[src/rtl/flr_handshake_ctrl.sv]
module flr_handshake_ctrl #(
  parameter int NUM_PF = 8,
  parameter int PF_W   = $clog2(NUM_PF),
  parameter int VF_W   = 11,
  parameter int QDEPTH = 8,
  parameter int GAP    = 4
) (
  input  logic              clk,
  input  logic              rst,
  input  logic [NUM_PF-1:0] pf_flr_lvl,
  input  logic              vf_flr_pulse,
  input  logic [PF_W-1:0]   vf_flr_pf,
  input  logic [VF_W-1:0]   vf_flr_off,
  output logic              drain_req,
  output logic              drain_is_vf,
  output logic [PF_W-1:0]   drain_pf,
  output logic [VF_W-1:0]   drain_off,
  input  logic              drain_ack,
  output logic [NUM_PF-1:0] pf_done,
  output logic              vf_done,
  output logic [PF_W-1:0]   vf_done_pf,
  output logic [VF_W-1:0]   vf_done_off,
  output logic [NUM_PF-1:0] pf_busy,
  output logic              q_overflow
);
  localparam int QA_W  = $clog2(QDEPTH);
  localparam int QC_W  = $clog2(QDEPTH + 1);
  localparam int GC_W  = $clog2(GAP + 1);
  localparam int ENT_W = PF_W + VF_W;

  typedef enum logic [1:0] {S_IDLE, S_DRAIN, S_VHOLD} state_t;
  state_t state;

  logic [ENT_W-1:0]  q_mem [QDEPTH];
  logic [QA_W-1:0]   wr_ptr, rd_ptr;
  logic [QC_W-1:0]   q_cnt;
  logic [NUM_PF-1:0] served, pend, tgt_hot;
  logic [PF_W-1:0]   pick, tgt_pf;
  logic [VF_W-1:0]   tgt_off;
  logic              tgt_vf;
  logic [GC_W-1:0]   gap_cnt;
  logic              start_pf, start_vf, push_ok, fire_pf, fire_vf, gap_ok;

  function automatic logic [QA_W-1:0] nxt(input logic [QA_W-1:0] p);
    return (p == QA_W'(QDEPTH - 1)) ? '0 : p + 1'b1;
  endfunction

  assign pend     = pf_flr_lvl & ~served;
  assign pf_busy  = pend;
  assign start_pf = (state == S_IDLE) && (|pend);
  assign start_vf = (state == S_IDLE) && !(|pend) && (q_cnt != '0);
  assign push_ok  = vf_flr_pulse && ((q_cnt < QC_W'(QDEPTH)) || start_vf);
  assign gap_ok   = (gap_cnt == '0);
  assign fire_pf  = (state == S_DRAIN) && drain_ack && !tgt_vf;
  assign fire_vf  = ((state == S_DRAIN) && drain_ack && tgt_vf && gap_ok) ||
                    ((state == S_VHOLD) && gap_ok);
  assign tgt_hot  = NUM_PF'(1) << tgt_pf;

  assign drain_req   = (state == S_DRAIN);
  assign drain_is_vf = tgt_vf;
  assign drain_pf    = tgt_pf;
  assign drain_off   = tgt_off;
  assign vf_done_pf  = tgt_pf;
  assign vf_done_off = tgt_off;

  always_comb begin
    pick = '0;
    for (int i = NUM_PF - 1; i >= 0; i--)
      if (pend[i]) pick = PF_W'(i);
  end

  always_ff @(posedge clk)
    if (push_ok) q_mem[wr_ptr] <= {vf_flr_pf, vf_flr_off};

  always_ff @(posedge clk) begin
    if (rst) begin
      state      <= S_IDLE;
      wr_ptr     <= '0;
      rd_ptr     <= '0;
      q_cnt      <= '0;
      served     <= '0;
      tgt_vf     <= 1'b0;
      tgt_pf     <= '0;
      tgt_off    <= '0;
      gap_cnt    <= '0;
      pf_done    <= '0;
      vf_done    <= 1'b0;
      q_overflow <= 1'b0;
    end else begin
      if (push_ok) wr_ptr <= nxt(wr_ptr);
      if (start_vf) rd_ptr <= nxt(rd_ptr);
      q_cnt <= q_cnt + QC_W'(push_ok) - QC_W'(start_vf);
      if (vf_flr_pulse && !push_ok) q_overflow <= 1'b1;

      served  <= (served & pf_flr_lvl) | (fire_pf ? tgt_hot : '0);
      pf_done <= fire_pf ? tgt_hot : '0;
      vf_done <= fire_vf;
      gap_cnt <= fire_vf ? GC_W'(GAP - 1) : (gap_ok ? '0 : gap_cnt - 1'b1);

      case (state)
        S_IDLE:
          if (start_pf) begin
            tgt_vf  <= 1'b0;
            tgt_pf  <= pick;
            tgt_off <= '0;
            state   <= S_DRAIN;
          end else if (start_vf) begin
            tgt_vf            <= 1'b1;
            {tgt_pf, tgt_off} <= q_mem[rd_ptr];
            state             <= S_DRAIN;
          end
        S_DRAIN:
          if (drain_ack) state <= (tgt_vf && !gap_ok) ? S_VHOLD : S_IDLE;
        S_VHOLD:
          if (gap_ok) state <= S_IDLE;
        default: state <= S_IDLE;
      endcase
    end
  end

  logic [GC_W-1:0] since_vf;
  always_ff @(posedge clk)
    if (rst) since_vf <= GC_W'(GAP);
    else if (vf_done) since_vf <= GC_W'(1);
    else if (since_vf < GC_W'(GAP)) since_vf <= since_vf + 1'b1;

  a_r4_drain_hold: assert property (@(posedge clk) disable iff (rst)
    (drain_req && !drain_ack) |=> (drain_req && $stable(drain_pf) &&
                                   $stable(drain_off) && $stable(drain_is_vf)));
  a_r4_drain_drop: assert property (@(posedge clk) disable iff (rst)
    (drain_req && drain_ack) |=> !drain_req);
  a_r5_onehot: assert property (@(posedge clk) disable iff (rst) $onehot0(pf_done));
  a_r7_spacing: assert property (@(posedge clk) disable iff (rst)
    vf_done |-> (since_vf >= GC_W'(GAP)));
  a_r8_done_not_busy: assert property (@(posedge clk) disable iff (rst)
    (pf_done & pf_busy) == '0);
  a_r9_bound: assert property (@(posedge clk) disable iff (rst)
    q_cnt <= QC_W'(QDEPTH));
  a_r9_sticky: assert property (@(posedge clk) disable iff (rst)
    q_overflow |=> q_overflow);
endmodule

[config.mk]
export PLATFORM = sky130hd
export DESIGN_NAME = flr_handshake_ctrl
export DESIGN_NICKNAME = d
export VERILOG_FILES = /design/src/rtl/flr_handshake_ctrl.sv
export SDC_FILE = /design/constraint.sdc
export NUM_CORES = 1
export LEC_CHECK = 0
export BUFFER_PORTS_ARGS = -buffer_cell sky130_fd_sc_hd__clkbuf_2
export CORE_UTILIZATION = 45
export CTS_CLUSTER_DIAMETER = 60
export DETAILED_ROUTE_END_ITERATION = 10
export PLACE_DENSITY = 0.67
export SLEW_MARGIN = 20
export SYNTH_ARGS = -nofsm -noshare
export SYNTH_HDL_FRONTEND = slang
export SYNTH_SLANG_ARGS = --single-unit
export TNS_END_PERCENT = 10
[constraint.sdc]
create_clock -name clk -period 3.75 [get_ports clk]
set_clock_uncertainty 0.2 [all_clocks]
set_input_delay 0.1875 -clock clk [delete_from_list [all_inputs] [get_ports clk]]
set_output_delay 0.1875 -clock clk [all_outputs]
set_load 0.005 [all_outputs]
==> out/metrics.cfg <==
[worst_setup_path]
worstPathArrival_ns = 3.27
r2r-end = q_cnt[2]
cp-end-kind = flip-flop
slowest_stage = or4_4
cp_common_cell = ha_1
rrSetupSlack_ns = 0.64
critPathLaunch = pf_flr_lvl[4]
max_stage_delay_ns = 0.60
reg2reg_depth = 11
crit_chain = dlygate4sd3_1 > clkbuf_2 > nor2b_4 > or4_4 > o31ai_2 > nand2_2 > ha_1 > inv_1 > ha_1 > fa_1 > xnor2_1 > nor2_1
r2r_start = served[6]
cp-endpoint = q_cnt[2]
startpoint_type = input port
critPathRequiredTime_ns = 3.81
path_max_fanout = 8
path_class = in -> reg

[pwr]
irDropWorstVdd_v = 0.0002942
p_leak_nw = 2.809
power_density_nw_per_um2 = 538.3

[logic_synthesis]
yosys_warnings = 0
ys_ff_latch = 163
ys_async_sr_fraction = 0
synth_area_per_cell_sq_um = 15.97
synth_edf_count = 112
synth-compound-area-share = 0.04714
synth_nets = 441
yosys.cell_types.count = 48
syn_area_sq_um = 6450
synthAdderAreaFrac = 0.02250
synthMuxAreaShare = 0.1309
synthFlopType = edfxtp_1
netlist_instances = 404
synth_simple_gate_area_frac = 0.08089
synth-xor-area-share = 0.002716
ys_seq_area_frac = 0.6797
synth_top_family_by_area = multiplexers

[outcome]
outcome = complete, no violations

[global_routing]
grt_max_degree = 49
first_global_vias = 3658
grt-ovfl-total = 0
antenna_found_initial = 0
grtUsageTotal = 0.1797
grt_pass1_wl_mm = 19.35

[clock_tree]
cts_buffers = 17
clkTransAtPathRegs_ns = 0.06
htreeDepth = 4
clock-sinks = 163
cts_tree = done
clkLatencyLatePin_ns = 0.41
cts-root-buf = clkbuf_16
post_cts_buffers = 0
clockBufferDepth = 2

[cells_and_area]
antenna_cells = 0
mostFrequentLayoutCell = edfxtp_1
n_fill_cell = 1081
layout_common_cells = edfxtp_1 (112), clkbuf_2 (73), dfxtp_1 (50)
nNetsFinal = 537
layout-drive-gt1-share = 0.3353
syn_to_final_growth_pct = 21.40

[route]
routed_wl_mm = 12.49
firstDrtPassIters = 6
vias = 3671
avgViaCountPerCell = 5.297
routedWlPerCell_um = 18.02
drtIter0Drc = 254
drc = 0
ant_nets = 0

[timing]
fin_tns_setup_ns = 0
relSlewSlack = 0.3806
worst_slew_pin_slew_ns = 0.9259
layout_min_cycle_time_ns = 3.211
rsz0062_at_grt = no
max_clock_freq_ghz = 0.3114
hold_violations = 0
final_max_slew_viol_count = 0
fin_crit_sh = 0.8564
setup_viol = 0
fin_ws_ns = 0.5385

[worst_hold_path]
hold_path.class = reg -> reg

[floorplan]
die_w_um = 121.7
num_rows = 43
dieArea_sq_um = 14820
core_area_sq_um = 13930
num_io_pins = 74
die_h_um = 121.7
start_util = 0.4629

[placed_design]
dp_hpwl_mm = 7.799
pre_cts_slack_ns = 0.6652
io_buffers = 73
routabilityCongestion = 0.7910

[run]
cap_viol_max_count = 0

==> state kept, by name (all words and copies together), names as in the netlist, named ones only <==
signal,flops
q_mem,112
drain_off,11
pf_done,8
served,8
q_cnt,4
drain_pf,3
gap_cnt,3
rd_ptr,3
wr_ptr,3
state,2
drain_is_vf,1
q_overflow,1
vf_done,1
==> power breakdown <==
| group | total (mW) | internal, mW | leakage (nW) | switching (mW) |
|---|---|---|---|---|
| Combinational | 0.375 | 0.172 | 1.08 | 0.204 |
| Sequential | 2.05 | 2.01 | 1.43 | 0.0410 |
| Clock | 1.78 | 1.07 | 0.298 | 0.714 |
| Total | 4.21 | 3.26 | 2.81 | 0.958 |
==> critical path, delay by kind of cell <==
| kind | cells | cell delay [ns] |
|---|---|---|
| buffers and inverters | 3 | 0.68 |
| AOI/OAI and AO/OA | 1 | 0.34 |
| and+or+nand+nor | 4 | 1.00 |
| adders and majority gates | 3 | 0.89 |
| xor gates and xnor gates | 1 | 0.16 |
==> layout make-up <==
type                       instances  area (sq um)  area share
clock buffer                      18         429.2     0.05481
clock inverter                    14         188.9     0.02413
inverter                          11         41.29    0.005273
multi-input combinational        199          1859      0.2375
sequential                       163          4385      0.5601
tap                              180         225.2     0.02876
timing repair buffer             108         700.7     0.08949
==> how the worst min path moves through the flow <==
| stage | end | start | cells past startpoint |
|---|---|---|---|
| final | served[2] | served[2] | 2 |
| after global placement | served[1] | pf_flr_lvl[1] | 3 |
| after CTS | served[6] | served[6] | 2 |
| after floorplan | q_mem[0][0] | vf_flr_off[0] | 0 |
| after detailed placement | served[4] | pf_flr_lvl[4] | 3 |
| after global routing | served[2] | served[2] | 2 |
==> stage by stage <==
step                      power (mW)  hold slack (ns)  utilization  cell area [sq um]  instances
final                          4.215           0.2606       0.5619               7830        693
after global routing           4.380           0.2786       0.5619               7830        693
after detailed placement       2.450           0.2378       0.5003               6972        637
after floorplan                2.324          0.08637            -               6450        404
after CTS                      4.257           0.2618       0.5619               7830        693
after global placement         2.430           0.2301       0.5003               6972        637
==> cells by family after synthesis <==
family / count (synthesis)
flip-flops: 163
AND/OR/NAND/NOR: 97
multiplexers: 49
buffers and inverters: 42
AO/OA/AOI/OAI: 40
adder cells (fa/ha/maj): 11
XOR/XNOR: 2
==> per-layer routing <==
metal / part of all wire / vias to the layer above / GRT usage
met5: 0 / - / 0
met4: 0.017 / 0 / 0.06790
met3: 0.047 / 15 / 0.04448
met2: 0.51 / 102 / 0.3065
met1: 0.43 / 1834 / 0.2202
li1: - / 1720 / -
==> what timing repair did <==
item | CTS | global route
gates resized for setup | 0 | 0
endpoints found under the hold margin | 123 | 0
hold buffers | 24 | 0
==> cells in the mapped netlist, types with 3 or more instances <==
master / count / area [sq um]
o21bai_1: 5 / 37.54
dfxtp_1: 51 / 1021
edfxtp_1: 112 / 3363
o22ai_1: 3 / 18.77
nand2_1: 14 / 52.55
inv_1: 10 / 37.54
nand3_1: 6 / 30.03
ha_1: 10 / 125.1
clkbuf_1: 11 / 41.29
mux2i_1: 9 / 90.09
buf_2: 3 / 15.01
nor3_1: 10 / 50.05
a21oi_1: 9 / 45.04
nor2_1: 30 / 112.6
a22oi_1: 11 / 82.58
mux4_2: 27 / 608.1
nor2b_1: 8 / 50.05
mux2_2: 12 / 135.1
nand2b_1: 10 / 62.56
buf_4: 15 / 112.6
No activity file was read; power rests on OpenSTA's default activity.
